`src/rtl/psq_pkg.sv`:
```
package psq_pkg;

   typedef enum logic [1:0] {
      PAIR_ON   = 2'd0,
      PAIR_OFF  = 2'd1,
      PAIR_WAKE = 2'd2
   } pair_st_t;

   typedef enum logic [1:0] {
      DEV_RUN  = 2'd0,
      DEV_STBY = 2'd1,
      DEV_WAKE = 2'd2
   } dev_st_t;

   function automatic int cnt_width(input int n);
      return (n > 1) ? $clog2(n) : 1;
   endfunction

endpackage

```
`src/rtl/psq_edge_detect.sv`:
```
module psq_edge_detect #(
   parameter int N_BITS      = 3,
   parameter int SYNC_STAGES = 0
) (
   input  logic              clk,
   input  logic              rst_n,
   input  logic [N_BITS-1:0] raw_i,
   output logic [N_BITS-1:0] lvl_o,
   output logic [N_BITS-1:0] rise_o
);

   logic [N_BITS-1:0] lvl_q;

   generate
      if (SYNC_STAGES == 0) begin : g_direct
         assign lvl_o = raw_i;
      end else begin : g_sync
         logic [N_BITS-1:0] chain_q [SYNC_STAGES];
         always_ff @(posedge clk or negedge rst_n) begin
            if (!rst_n) begin
               for (int s = 0; s < SYNC_STAGES; s++) chain_q[s] <= '0;
            end else begin
               chain_q[0] <= raw_i;
               for (int s = 1; s < SYNC_STAGES; s++) chain_q[s] <= chain_q[s-1];
            end
         end
         assign lvl_o = chain_q[SYNC_STAGES-1];
      end
   endgenerate

   always_ff @(posedge clk or negedge rst_n) begin
      if (!rst_n) lvl_q <= '0;
      else        lvl_q <= lvl_o;
   end

   assign rise_o = lvl_o & ~lvl_q;

endmodule

```
`src/rtl/psq_conv_timer.sv`:
```
module psq_conv_timer #(
   parameter int CONV_CYCLES = 40
) (
   input  logic clk,
   input  logic rst_n,
   input  logic launch_i,
   output logic busy_o,
   output logic done_o
);

   localparam int CW = psq_pkg::cnt_width(CONV_CYCLES);
   localparam logic [CW-1:0] LOAD = CW'(CONV_CYCLES - 1);

   logic          busy_q;
   logic [CW-1:0] cnt_q;

   assign done_o = busy_q && (cnt_q == '0);
   assign busy_o = busy_q;

   always_ff @(posedge clk or negedge rst_n) begin
      if (!rst_n) begin
         busy_q <= 1'b0;
         cnt_q  <= '0;
      end else if (done_o) begin
         busy_q <= 1'b0;
      end else if (busy_q) begin
         cnt_q <= cnt_q - 1'b1;
      end else if (launch_i) begin
         busy_q <= 1'b1;
         cnt_q  <= LOAD;
      end
   end

endmodule

```
`src/rtl/psq_standby_ctrl.sv`:
```
module psq_standby_ctrl #(
   parameter int STBY_WAKE_CYCLES = 64
) (
   input  logic clk,
   input  logic rst_n,
   input  logic stby_n_i,
   output logic ready_o,
   output logic asleep_o
);

   import psq_pkg::*;

   localparam int GW = cnt_width(STBY_WAKE_CYCLES);
   localparam logic [GW-1:0] LOAD = GW'(STBY_WAKE_CYCLES - 1);

   dev_st_t       st_q;
   logic [GW-1:0] cnt_q;

   always_ff @(posedge clk or negedge rst_n) begin
      if (!rst_n) begin
         st_q  <= DEV_RUN;
         cnt_q <= '0;
      end else begin
         unique case (st_q)
            DEV_RUN:  if (!stby_n_i) st_q <= DEV_STBY;
            DEV_STBY: if (stby_n_i) begin
                         st_q  <= DEV_WAKE;
                         cnt_q <= LOAD;
                      end
            DEV_WAKE: if (!stby_n_i)          st_q  <= DEV_STBY;
                      else if (cnt_q == '0)   st_q  <= DEV_RUN;
                      else                    cnt_q <= cnt_q - 1'b1;
            default:  st_q <= DEV_RUN;
         endcase
      end
   end

   assign ready_o  = (st_q == DEV_RUN);
   assign asleep_o = (st_q == DEV_STBY);

endmodule

```
`src/rtl/psq_pair_ctrl.sv`:
```
module psq_pair_ctrl #(
   parameter int WAKE_CYCLES = 24
) (
   input  logic clk,
   input  logic rst_n,
   input  logic rise_i,
   input  logic lvl_i,
   input  logic dev_ready_i,
   input  logic busy_i,
   input  logic done_i,
   output logic accept_o,
   output logic reject_o,
   output logic powered_o,
   output logic conv_o
);

   import psq_pkg::*;

   localparam int WW = cnt_width(WAKE_CYCLES);
   localparam logic [WW-1:0] LOAD = WW'(WAKE_CYCLES - 1);

   pair_st_t      st_q;
   logic [WW-1:0] cnt_q;
   logic          conv_q;

   assign accept_o  = rise_i && dev_ready_i && (st_q == PAIR_ON) && !busy_i;
   assign reject_o  = rise_i && (!dev_ready_i || (st_q == PAIR_WAKE));
   assign powered_o = (st_q != PAIR_OFF);
   assign conv_o    = conv_q;

   always_ff @(posedge clk or negedge rst_n) begin
      if (!rst_n) begin
         conv_q <= 1'b0;
      end else if (done_i) begin
         conv_q <= 1'b0;
      end else if (accept_o) begin
         conv_q <= 1'b1;
      end
   end

   always_ff @(posedge clk or negedge rst_n) begin
      if (!rst_n) begin
         st_q  <= PAIR_ON;
         cnt_q <= '0;
      end else begin
         unique case (st_q)
            PAIR_ON:   if (done_i && conv_q && !lvl_i) st_q <= PAIR_OFF;
            PAIR_OFF:  if (rise_i && dev_ready_i) begin
                          st_q  <= PAIR_WAKE;
                          cnt_q <= LOAD;
                       end
            PAIR_WAKE: if (cnt_q == '0) st_q  <= PAIR_ON;
                       else             cnt_q <= cnt_q - 1'b1;
            default:   st_q <= PAIR_ON;
         endcase
      end
   end

endmodule

```
`src/rtl/psq_sequencer.sv`:
```
module psq_sequencer #(
   parameter int N_PAIRS          = 3,
   parameter int DATA_W           = 16,
   parameter int CONV_CYCLES      = 40,
   parameter int WAKE_CYCLES      = 24,
   parameter int STBY_WAKE_CYCLES = 64,
   parameter int SYNC_STAGES      = 0,
   localparam int SEL_W           = psq_pkg::cnt_width(N_PAIRS)
) (
   input  logic                      clk,
   input  logic                      rst_n,
   input  logic [N_PAIRS-1:0]        start_i,
   input  logic                      stby_n_i,
   input  logic [N_PAIRS*DATA_W-1:0] sample_i,
   input  logic [SEL_W-1:0]          rd_sel_i,
   output logic                      busy_o,
   output logic [N_PAIRS-1:0]        pwr_o,
   output logic [N_PAIRS-1:0]        track_o,
   output logic                      ref_on_o,
   output logic                      invalid_o,
   output logic [DATA_W-1:0]         rd_data_o
);

   generate
      if (N_PAIRS < 1)          begin : g_bad_pairs $error("N_PAIRS must be at least 1"); end
      if (DATA_W < 1)           begin : g_bad_width $error("DATA_W must be at least 1"); end
      if (CONV_CYCLES < 1)      begin : g_bad_conv  $error("CONV_CYCLES must be at least 1"); end
      if (WAKE_CYCLES < 1)      begin : g_bad_wake  $error("WAKE_CYCLES must be at least 1"); end
      if (STBY_WAKE_CYCLES < 1) begin : g_bad_stby  $error("STBY_WAKE_CYCLES must be at least 1"); end
      if (SYNC_STAGES < 0)      begin : g_bad_sync  $error("SYNC_STAGES must not be negative"); end
   endgenerate

   logic [N_PAIRS-1:0] lvl, rise, accept, reject, powered, conv;
   logic               busy, done, dev_ready, asleep;
   logic               invalid_q;
   logic [DATA_W-1:0]  res_q [N_PAIRS];

   psq_edge_detect #(.N_BITS(N_PAIRS), .SYNC_STAGES(SYNC_STAGES)) u_edge (
      .clk(clk), .rst_n(rst_n), .raw_i(start_i), .lvl_o(lvl), .rise_o(rise)
   );

   psq_standby_ctrl #(.STBY_WAKE_CYCLES(STBY_WAKE_CYCLES)) u_stby (
      .clk(clk), .rst_n(rst_n), .stby_n_i(stby_n_i),
      .ready_o(dev_ready), .asleep_o(asleep)
   );

   psq_conv_timer #(.CONV_CYCLES(CONV_CYCLES)) u_timer (
      .clk(clk), .rst_n(rst_n), .launch_i(|accept),
      .busy_o(busy), .done_o(done)
   );

   generate
      for (genvar p = 0; p < N_PAIRS; p++) begin : g_pair
         psq_pair_ctrl #(.WAKE_CYCLES(WAKE_CYCLES)) u_pair (
            .clk(clk), .rst_n(rst_n),
            .rise_i(rise[p]), .lvl_i(lvl[p]),
            .dev_ready_i(dev_ready), .busy_i(busy), .done_i(done),
            .accept_o(accept[p]), .reject_o(reject[p]),
            .powered_o(powered[p]), .conv_o(conv[p])
         );

         always_ff @(posedge clk or negedge rst_n) begin
            if (!rst_n)              res_q[p] <= '0;
            else if (done && conv[p]) res_q[p] <= sample_i[p*DATA_W +: DATA_W];
         end
      end
   endgenerate

   always_ff @(posedge clk or negedge rst_n) begin
      if (!rst_n) invalid_q <= 1'b0;
      else        invalid_q <= |reject;
   end

   always_comb begin
      rd_data_o = '0;
      for (int p = 0; p < N_PAIRS; p++) begin
         if (int'(rd_sel_i) == p) rd_data_o = res_q[p];
      end
   end

   assign busy_o    = busy;
   assign pwr_o     = powered & {N_PAIRS{!asleep}};
   assign track_o   = pwr_o & ~(conv & {N_PAIRS{busy}});
   assign ref_on_o  = !asleep;
   assign invalid_o = invalid_q;

endmodule

```
`config.mk`:
```
export PLATFORM = sky130hd
export DESIGN_NAME = psq_sequencer
export DESIGN_NICKNAME = d
export VERILOG_FILES = /design/src/rtl/psq_pkg.sv /design/src/rtl/psq_edge_detect.sv /design/src/rtl/psq_conv_timer.sv /design/src/rtl/psq_standby_ctrl.sv /design/src/rtl/psq_pair_ctrl.sv /design/src/rtl/psq_sequencer.sv
export SDC_FILE = /design/constraint.sdc
export NUM_CORES = 1
export LEC_CHECK = 0
export CAP_MARGIN = 20
export CELL_PAD_IN_SITES_DETAIL_PLACEMENT = 1
export CELL_PAD_IN_SITES_GLOBAL_PLACEMENT = 1
export CORE_MARGIN = 4
export CORE_UTILIZATION = 38
export DETAILED_ROUTE_END_ITERATION = 16
export GPL_TIMING_DRIVEN = 0
export PLACE_DENSITY = 0.73
export SYNTH_ARGS = -nofsm -noshare
export SYNTH_HDL_FRONTEND = slang
export SYNTH_HIERARCHICAL = 1
export SYNTH_SLANG_ARGS = --single-unit
```
`constraint.sdc`:
```
create_clock -name clk -period 2 [get_ports clk]
set_input_delay 0.5 -clock clk [delete_from_list [all_inputs] [get_ports clk]]
set_output_delay 0.5 -clock clk [all_outputs]
set_load 0.03 [all_outputs]
```
# ---- Word level (Yosys, flattened, before mapping)
# Index checks and enable logic that the tools add are counted.
dict set report word_totals {
  latchBits 0
  elab_cells 161
  mem_count 0
  ramBits 0
  rom_bits 0
  register_bits 91
}
dict set report op_classes {
  div 0
  n_bitwise 7
  eq_ne 30
  n_addsub 5
  magnitude_cmp 0
  shifts 0
  mux 44
  reduce_logical 57
  n_mul 0
}
# op count
set op_table {}
lappend op_table {{2-to-1 mux 16 bit} 3}
lappend op_table {{2-to-1 mux 5 bit} 6}
lappend op_table {{2-to-1 mux 6 bit} 5}
lappend op_table {{one-hot mux 5 bit (2 select lines)} 3}
lappend op_table {{2-to-1 mux 2 bit} 13}
lappend op_table {{inequality test 2 bit, second input constant} 13}
lappend op_table {{one-hot mux 2 bit (3 select lines)} 4}
lappend op_table {{AND reduction 3 bit} 7}
lappend op_table {{logical AND 1 bit} 19}
lappend op_table {{nonzero test 2 bit} 8}
lappend op_table {{zero test 5 bit} 3}
lappend op_table {{subtractor 5 x 1 -> 5 bit, second input constant} 3}
lappend op_table {{AND 3 bit} 4}
lappend op_table {{equality test 2 bit, second input constant} 6}
lappend op_table {{zero test 6 bit} 2}
lappend op_table {{inequality test 2 x 1 -> 1 bit, second input constant} 6}
lappend op_table {{one-hot mux 6 bit (2 select lines)} 1}
lappend op_table {{subtractor 6 x 1 -> 6 bit, second input constant} 2}
lappend op_table {{zero test 2 bit} 5}
lappend op_table {{2-to-1 mux 1 bit} 9}
lappend op_table {{equality test 2 x 1 -> 1 bit, second input constant} 4}
lappend op_table {{zero test 1 bit} 6}
lappend op_table {{NOT 3 bit} 2}
lappend op_table {{OR reduction 3 bit} 2}
lappend op_table {{5 further kinds} 7}

# ---- Longest topological paths before layout
dict set report depth {
  depth_word 9
  depth_mapped 9
}

# ---- Cells and area by module
# Netlist, hierarchy kept.
# module instances seq_area_each_um2 area_each_um2 cells_per_inst
set by_module_without_submodules {}
lappend by_module_without_submodules {psq_sequencer 1 1226.2 2223.4 151}
lappend by_module_without_submodules {psq_pair_ctrl 3 200.2 434.2 40}
lappend by_module_without_submodules {psq_standby_ctrl 1 200.2 539.3 57}
lappend by_module_without_submodules {psq_conv_timer 1 175.2 402.9 38}
lappend by_module_without_submodules {psq_edge_detect 1 75.1 138.9 9}

# ---- Least setup slack after synthesis
# OpenSTA, ideal clock, no wires.
dict set report synth_timing {
  path_kind {reg-to-output}
  from {register u_stby.st_q[0]}
  to {output port track_o[0]}
  path_slack_ps -427
  arrival_time_ps 1927
  stages_incl_launch_ff 4
  required_time_ps 1500
  cell_sequence {dfrtp_1 -> nor2b_1 -> nor2b_1 -> a21boi_0}
}
dict set report synth_between {
  elab_chain_cells 4
}
# element line
set synth_lines {}
lappend synth_lines {{start, declared} psq_standby_ctrl.sv:16} ;# dev_st_t st_q;
lappend synth_lines {{start signal, assigned} psq_standby_ctrl.sv:21} ;# st_q <= DEV_RUN;
lappend synth_lines {{start signal, assigned} psq_standby_ctrl.sv:25} ;# DEV_RUN: if (!stby_n_i) st_q <= DEV_STBY;
lappend synth_lines {{start signal, assigned} psq_standby_ctrl.sv:27} ;# st_q <= DEV_WAKE;
lappend synth_lines {{equality test 2 x 1 -> 1 bit} psq_standby_ctrl.sv:39} ;# assign asleep_o = (st_q == DEV_STBY);
lappend synth_lines {{named net asleep} psq_sequencer.sv:34} ;# logic busy, done, dev_ready, asleep;
lappend synth_lines {{zero test 1 bit} psq_sequencer.sv:82} ;# assign pwr_o = powered & {N_PAIRS{!asleep}};
lappend synth_lines {{AND 3 bit} psq_sequencer.sv:82}
lappend synth_lines {{named net pwr_o[0]} psq_sequencer.sv:17} ;# output logic [N_PAIRS-1:0] pwr_o,
lappend synth_lines {{AND 3 bit} psq_sequencer.sv:83} ;# assign track_o = pwr_o & ~(conv & {N_PAIRS{busy}});
lappend synth_lines {{end, declared} psq_sequencer.sv:18} ;# output logic [N_PAIRS-1:0] track_o,
# The timed path passes the listed nets, and every way through them passes these cells.

# ---- Worst setup path in the final report
dict set report layout_timing {
  from {register u_stby.st_q[1]}
  to {output port ref_on_o}
}
dict set report layout_between {
  elab_chain_cells 2
}
# element line
set layout_lines {}
lappend layout_lines {{equality test 2 x 1 -> 1 bit} psq_standby_ctrl.sv:39}
lappend layout_lines {{named net asleep} psq_sequencer.sv:34}
lappend layout_lines {{zero test 1 bit} psq_sequencer.sv:84} ;# assign ref_on_o = !asleep;
lappend layout_lines {{end, declared} psq_sequencer.sv:19} ;# output logic ref_on_o,
# The timed path passes the listed nets, and every way through them passes these cells.

==> impl_metrics.yaml <==
setup_path:
  crit_fanout: 5
  crit_chain: "nor2b_4, inv_1, dlygate4sd2_1"
  cpPeakStageDelay_ns: 0.44
  r2r-start: "u_timer/cnt_q[3]$_DFFE_PN0P_"
  criticalPathCategory: "reg -> out"
  cp_data_required_time_ns: 1.50
  endpoint_kind: "primary output"
  critPathLaunchType: "flop"
  crit_start: "u_stby/st_q[1]$_DFFE_PN0P_"
  cp.arrival_ns: 1.44
  critPathBufInv: 2
  crit_family: "flip-flops"
  cp_slowest_cell: "dfrtp_2"
timing:
  hold_viol: 0
  drv_slew: 0
  fin_crit_sh: 0.971
  fmax_mhz: 515
  fin_crit_ns: 1.94
  max_slew.worst_pin.slew_ns: 0.636
  maxSlewHeadroom: 0.573
  setup_violations: 0
  setup_tns_ns: 0
  clock_skew_ns: 0.00750
  whs_ns: 0.0877
final_layout:
  multi_input_area_mm2: 0.00226
  final_layout_size_suffix_gt1_frac: 0.337
  fillCellCount: 1218
  fin_area_mm2: 0.00610
  fin_cells: 627
  regArea_mm2: 0.00229
  antenna_cells: 0
  nets: 542
  area_growth_pct: 32.5
power_and_ir_drop:
  p_per_area_mw_per_mm2: 1270
  vdd_ir_drop_max_v: 0.000557
  p_leak_nw: 2.61
clock_tree:
  htreeDepth: 3
  clock_path_buffers: 2
  cts.root.buffer_cell: "clkbuf_16"
  clk_latency_ns: 0.34
  path_clk_slew_ns: 0.07
  cts_buffers: 9
  cts_sinks: 91
  cts_tree: "built"
status:
  run_status: "complete, no violations"
die:
  boundaryPins: 81
  initial_core_util: 0.395
  rows: 39
  die_h_um: 118
  core-area_mm2: 0.0117
  dieArea_mm2: 0.0139
  chipWidth_um: 118
placed_design:
  numPortBuffers: 78
  place.gp.congestion: 0.821
  placed_cell_area_mm2: 0.00560
  dp_cells: 597
  post-dp-hpwl_mm: 8.05
grt:
  grt_pass1_wl_mm: 18.7
  grt_start_max_net_pins: 64
  grt_pass1_vias: 3569
  antenna_found_initial: 0
  grt_overflow: 0
  grt_util_all_layers: 0.166
synthesis:
  syn-num-nets: 438
  synth_seq_cells: 91
  async_reset_ff_frac: 1.00
  synth_edf_count: 0
  syn_avg_cell_area_um2: 12.3
  yosys_warnings: 6
  synthesis.area_mm2: 0.00461
  seq_area_frac_synth: 0.494
  ys_dominant_reg_cell: "dfrtp_1"
  synthCells: 375
  ys_types: 54
detailed_routing:
  wirelength_mm: 11.4
  final_antenna_net_count: 0
  routedWlPerCell_um: 18.1
  num_vias: 3320
  routed_via_density: 5.30
  drt_iter0_drc: 128
  drt_pass1_iterations: 4
  drc: 0
worst_hold_path:
  hold_class: "in -> async"
run:
  maxCapViolations: 0
## cells by family after synthesis
logic type,synth area share
AND/OR/NAND/NOR,0.141
flip-flops,0.494
multiplexers,0.176
AO/OA/AOI/OAI,0.133
buffers and inverters,0.0361
adder cells (fa/ha/maj),0.0190
## where the power goes
group | switching (mW) | leakage, nW | internal, mW
registers | 0.600 | 1.06 | 2.62
clock network | 0.684 | 0.146 | 0.978
logic | 1.35 | 1.40 | 1.49
total | 2.64 | 2.61 | 5.09
## stage by stage
stage	power (mW)	util	setup WS, ns
floorplan	5.05	-	-0.0709
global placement	5.85	0.478	-3.42
detailed placement	6.05	0.481	-0.544
CTS	7.74	0.510	0.0000311
global route	8.27	0.523	-0.00533
finish	7.72	0.523	0.0572
## layer usage
metal  part of all wire  vias to the layer above  routed length (um)  GRT usage
met1               0.46                     1661                5230      0.213
li1                   -                     1586                   -          -
met3              0.036                       12                 414     0.0370
met4              0.015                        0                 170     0.0571
met5                  0                        -                   0          0
met2               0.49                       61                5550      0.276
## synthesized netlist by cell type, types with 2 or more instances
cell type / count / area [um2]
dfrtp_1: 91 / 2280
mux2_2: 49 / 552
mux2i_1: 26 / 260
nor2_1: 17 / 63.8
inv_1: 16 / 60.1
nand2_1: 16 / 60.1
o2bb2ai_1: 16 / 140
nand2b_1: 13 / 81.3
ha_1: 7 / 87.6
nor2b_1: 7 / 43.8
nor4_1: 7 / 43.8
o21ai_0: 7 / 35.0
o31ai_1: 7 / 52.6
a21boi_0: 6 / 45.0
a21oi_1: 5 / 25.0
buf_4: 5 / 37.5
or3_1: 5 / 31.3
a211oi_1: 4 / 30.0
and4b_1: 4 / 40.0
buf_2: 4 / 20.0
buf_6: 4 / 45.0
o31a_1: 4 / 35.0
and2_2: 3 / 22.5
and2b_1: 3 / 22.5
nand2_2: 3 / 18.8
nand2b_4: 3 / 41.3
nand4b_1: 3 / 26.3
nor2b_4: 3 / 41.3
nor4bb_1: 3 / 30.0
o21ba_1: 3 / 30.0
o21bai_1: 3 / 22.5
o31a_4: 3 / 52.6
a31oi_1: 2 / 12.5
nand3_1: 2 / 10.0
o311ai_0: 2 / 17.5
## placed cells by master (no fill, tap or decap), types with 13 or more instances in the layout
cell             count
inv_1               15
mux2_2              49
nand2b_1            13
nand2_1             13
clkdlybuf4s50_1     53
buf_4               27
o2bb2ai_1           16
mux2i_1             26
nor2_1              16
dfrtp_1             83
## final cells by class
cell class,count,share of cell area
Sequential cell,91,0.375
Multi-Input combinational cell,254,0.371
Clock inverter,1,0.000820
Timing Repair Buffer,93,0.146
Buffer,13,0.0195
Tap cell,143,0.0293
Timing Repair inverter,1,0.000820
Inverter,16,0.0105
Clock buffer,15,0.0472
## flip-flops by register name, summed over array words and instances (netlist names)
register              count
g_pair.u_pair/cnt_q      15
u_timer/busy_o            1
u_timer/cnt_q             6
u_stby/cnt_q              6
g_pair.u_pair/conv_o      3
u_edge/lvl_q              3
g_pair.u_pair/st_q        6
res_q                    48
invalid_o                 1
u_stby/st_q               2
## timing repair
action | 4_1_cts | 5_1_grt
hold buffers | 0 | 0
endpoints found under the setup margin | 75 | 55
resized for setup | 117 | 29
setup buffers | 6 | 7
pin swaps | 1 | 5
cloned | 1 | 1
## worst paths after layout
| check | to | cells past startpoint | slack [ns] |
|---|---|---|---|
| setup reg to reg | res_q[41]$_DFFE_PN0P_ | 5 | 0.09 |
| setup / recovery | ref_on_o | 3 | 0.06 |
| hold / removal | res_q[21]$_DFFE_PN0P_ | 1 | 0.09 |
| hold reg to reg | g_pair[1].u_pair/st_q[0]$_DFFE_PN0P_ | 1 | 0.48 |
| min in group clk | g_pair[1].u_pair/st_q[0]$_DFFE_PN0P_ | 1 | 0.48 |
| max in group asynchronous | u_timer/busy_o$_DFF_PN0_ | 2 | 1.23 |
(Power assumes the default switching activity.)
